### src/rtl/prbs_chk_pkg.sv
package prbs_chk_pkg;

    typedef enum logic {
        PH_HUNT  = 1'b0,
        PH_TRACK = 1'b1
    } phase_t;

    // Second feedback tap (1-based) of the polynomial for each order.
    function automatic int tap_for(input int order);
        case (order)
            7:       return 6;
            9:       return 5;
            11:      return 9;
            15:      return 14;
            23:      return 18;
            31:      return 28;
            default: return 1;
        endcase
    endfunction

endpackage

### src/rtl/prbs_chk_step.sv
module prbs_chk_step #(
    parameter int ORDER = 7,
    parameter int W     = 1
) (
    input  logic [ORDER-1:0]               st_i,
    input  logic [W-1:0]                   rx_i,
    input  logic                           hunt_i,
    input  logic [$clog2(ORDER+1)-1:0]     fill_i,
    input  logic [$clog2(ORDER+1)-1:0]     run_i,
    output logic [ORDER-1:0]               st_o,
    output logic [W-1:0]                   miss_o,
    output logic [$clog2(ORDER+1)-1:0]     fill_o,
    output logic [$clog2(ORDER+1)-1:0]     run_o,
    output logic                           hit_o
);
    localparam int TAP = prbs_chk_pkg::tap_for(ORDER);
    localparam int CW  = $clog2(ORDER+1);

    logic [ORDER-1:0] s;
    logic [CW-1:0]    f;
    logic [CW-1:0]    r;
    logic             p;

    // Unrolled W-bit step: bit 0 is handled first.
    always_comb begin
        s      = st_i;
        f      = fill_i;
        r      = run_i;
        p      = 1'b0;
        hit_o  = 1'b0;
        miss_o = '0;
        for (int i = 0; i < W; i++) begin
            p         = s[ORDER-1] ^ s[TAP-1];
            miss_o[i] = p ^ rx_i[i];
            if (hunt_i) begin
                if (f != CW'(ORDER)) begin
                    f = f + CW'(1);
                end else if (!miss_o[i]) begin
                    if (r != CW'(ORDER)) r = r + CW'(1);
                end else begin
                    r = '0;
                end
                if (r == CW'(ORDER)) hit_o = 1'b1;
                s = {s[ORDER-2:0], rx_i[i]};
            end else begin
                s = {s[ORDER-2:0], p};
            end
        end
        st_o   = s;
        fill_o = f;
        run_o  = r;
    end
endmodule

### config.mk
export PLATFORM = sky130hd
export DESIGN_NAME = prbs_chk_step
export DESIGN_NICKNAME = d
export VERILOG_FILES = /design/src/rtl/prbs_chk_pkg.sv /design/src/rtl/prbs_chk_step.sv
export SDC_FILE = /design/constraint.sdc
export NUM_CORES = 1
export LEC_CHECK = 0
export ABC_AREA = 0
export BUFFER_PORTS_ARGS = -buffer_cell sky130_fd_sc_hd__buf_2
export CORE_AREA = 10 10 47 49
export DETAILED_ROUTE_END_ITERATION = 6
export DIE_AREA = 0 0 57 59
export GPL_TIMING_DRIVEN = 0
export PLACE_DENSITY_LB_ADDON = 0.25
export SLEW_MARGIN = 0
export SYNTH_ARGS = -nofsm -noshare
export SYNTH_HDL_FRONTEND = slang
export SYNTH_SLANG_ARGS = --single-unit
### constraint.sdc
create_clock -name vclk -period 1.8
set_clock_uncertainty 0.1 [all_clocks]
set_input_delay 0.36 -clock vclk [all_inputs]
set_output_delay 0.36 -clock vclk [all_outputs]
set_load 0.01 [all_outputs]
==> results_dict.tcl <==
set metrics [dict create \
    status "finished with violations" \
    violations "negative setup slack" \
    synth_top_area_share 0.1607 \
    yosysWarnings 0 \
    seq_power_share 0 \
    critPathCaptureType "primary output" \
    start_util 0.2000 \
    die_h_um 59 \
    relSlewSlack 0.8419 \
    ys_types 22 \
    setup-tns-final_ns -0.1425 \
    ir_drop_v 0.00009752 \
    via_count 355 \
    grt_usage 0.05236 \
    switching_share 0.4753 \
    whs_path_depth 2 \
    clockBufferCount 0 \
    design.seq.count 0 \
    io_buffers 24 \
    power.total_mw 0.1508 \
    worst-setup-path-type "input port to primary output" \
    synthMuxAreaShare 0.1116 \
    synth.net_count 52 \
    leakage_nw 0.2727 \
    p_comb_frac 1.000 \
    core-area_um2 1401 \
    antenna_found_initial 0 \
    critical_path_arrival_ns 1.43 \
    critPathMaxStageDelay_ns 0.25 \
    cp_slowest_cell "a311oi_2" \
    clkPwrFrac 0 \
    area_growth_syn_to_layout_pct 95.98 \
    fin_area_um2 549.3 \
    grt_overflow 0 \
    setup_slack_ns -0.08990 \
    tightest_slew_ns 0.2360 \
    die_x_um 57 \
    first_iter_violations 1 \
    netSwitchingPower_mw 0.07166 \
    place_area_um2 420.4 \
    hpwlAfterDp_um 817.6 \
    regArea_um2 0 \
    nets 82 \
    firstDrtPassIters 3 \
    gp_congestion 0.6287 \
    cap_violations 0 \
    period_needed_ns 1.890 \
    synth_simple_gate_area_frac 0.1429 \
    antennaDiodeCount 0 \
    synth_top_area_cell "buf_4" \
    die_area_um2 3363 \
    netlist_area_um2 280.3 \
    grt_pass1_wl_mm 1.580 \
    crit_chain "buf_2, ha_4, nand2_4, a21oi_4, mux2i_4, a311oi_2, buf_2" \
    crit_path_max_fanout 6 \
    p_per_area_nw_per_um2 274.5 \
    viasPerCell 4.494 \
    first_global_vias 380 \
    intPower_mw 0.07912 \
    ys_seq_area_frac 0 \
    hold_class "input port to primary output" \
    synth_area_leaders "buf_4 16%, xnor2_2 12%, ha_1 8.9%" \
    avgSynthCellArea_um2 8.008 \
    synth_adder_area_share 0.08929 \
    setup_viol 2 \
    cp.required_ns 1.34 \
    fin_crit_sh 1.050 \
    synth_xor_area_frac 0.1786 \
    finalHoldViolCount 0 \
    post_drt_wl_per_cell_um 13.13 \
    fillers 158 \
    rows 14 \
    drive_gt1_frac 0.7778 \
    min_from "st_i[1]" \
    fmax_mhz 529.1 \
    rsz0062_at_grt "yes" \
    synth-compound-area-share 0.2857 \
    crit_path_frequent_cell "buf_2" \
    grt_max_degree 10 \
    cp-start-kind "input port" \
    io_pins 30 \
    final_max_slew_viol_count 0 \
    whs_endpoint "st_o[2]" \
    post-route-drc-count 0 \
    postRouteAntennaNets 0 \
    hold_ws_ns 0.8069 \
    postSynthCellCount 35 \
    routed_wl_mm 1.037 \
    synth_top_family_by_area "compound AO/OA/AOI/OAI gates" \
]
==> worst max-delay path: cells and delay by family <==
kind | cells | cell delay (ns)
AOI/OAI and AO/OA | 2 | 0.30
adders and majority gates | 1 | 0.18
buffers and inverters | 2 | 0.31
muxes | 1 | 0.19
and+or+nand+nor | 1 | 0.09
==> timing repair <==
action | 4_1_cts | 5_1_grt
pin swaps | 5 | 5
setup endpoints to repair | 4 | 4
setup buffers | 4 | 0
hold buffers | 0 | 0
cloned | 0 | 0
gates resized for setup | 13 | 8
==> per-layer routing <==
layer  up-vias  GRT usage  share of wire  routed length [µm]
li1        181          -              -                   -
met1       154    0.06198           0.46                 482
met2        20    0.09147           0.42                 438
met3         0    0.02146           0.11                 116
met4         0          0              0                   0
met5         -          0              0                   0
==> power groups by stage <==
stage	Sequential (mW)	Combinational (mW)	Clock (mW)
3_5_place_dp	0	0.118	0
2_1_floorplan	0	0.0698	0
5_1_grt	0	0.163	0
6_report	0	0.151	0
4_1_cts	0	0.138	0
3_3_place_gp	0	0.118	0
==> synthesized netlist by cell type <==
cell / number
a31oi_1: 1
inv_1: 1
a21oi_2: 1
ha_1: 2
mux2_2: 1
a21o_1: 1
a211oi_2: 1
nor3_1: 1
a41oi_1: 1
buf_2: 1
buf_4: 6
nor2_1: 2
mux2i_1: 2
o21ai_0: 2
o211a_1: 1
a211oi_1: 1
and4_4: 1
xnor2_1: 2
nand2_1: 3
nand3_1: 1
xnor2_2: 2
a311oi_1: 1
==> cell type report <==
cell class	count	area, µm²	share of cell area
Multi-Input combinational cell	27	301.5	0.5490
Buffer	7	50.05	0.09112
Tap cell	16	20.02	0.03645
Inverter	1	3.754	0.006834
Timing Repair Buffer	28	173.9	0.3166
==> how the worst max path moves through the flow <==
stage	depth (start not counted)	start	to
3_3_place_gp	7	fill_i[0]	hit_o
6_report	7	fill_i[0]	hit_o
3_5_place_dp	7	fill_i[0]	hit_o
2_1_floorplan	5	fill_i[0]	hit_o
5_1_grt	7	run_i[0]	hit_o
4_1_cts	7	run_i[1]	hit_o
==> layout by cell type, fill, tap and decap left out <==
| master | count |
|---|---|
| ha_4 | 2 |
| buf_2 | 23 |
| mux2i_1 | 1 |
| buf_4 | 9 |
| mux2_2 | 1 |
| a21o_1 | 1 |
| and4_4 | 1 |
| a41oi_1 | 1 |
| a21oi_4 | 1 |
| a31oi_1 | 1 |
| a211oi_1 | 1 |
| nor3_2 | 1 |
| xnor2_1 | 1 |
| nand2_4 | 1 |
| xnor2_2 | 3 |
| o211a_1 | 1 |
| nand2_1 | 2 |
| o21ai_0 | 1 |
| o21ai_2 | 1 |
| a311oi_2 | 1 |
| mux2i_4 | 1 |
| a211oi_2 | 1 |
| inv_1 | 1 |
| nor2_1 | 2 |
| buf_6 | 1 |
| buf_8 | 2 |
| nand3_1 | 1 |
==> metrics by stage <==
stage                     worst slack, ns  utilization  std cells
after floorplan                   0.02021            -         35
after global placement            -0.2504       0.3000         75
after detailed placement          -0.2307       0.3000         75
after CTS                         -0.1020       0.3607         79
after global routing              -0.1198       0.3920         79
final                            -0.08990       0.3920         79
==> cell families after synthesis <==
group / after synthesis
AO/OA/AOI/OAI: 10
AND/OR/NAND/NOR: 8
buffers and inverters: 8
XOR/XNOR: 4
multiplexers: 3
adder cells (fa/ha/maj): 2
(Power assumes the default switching activity.)
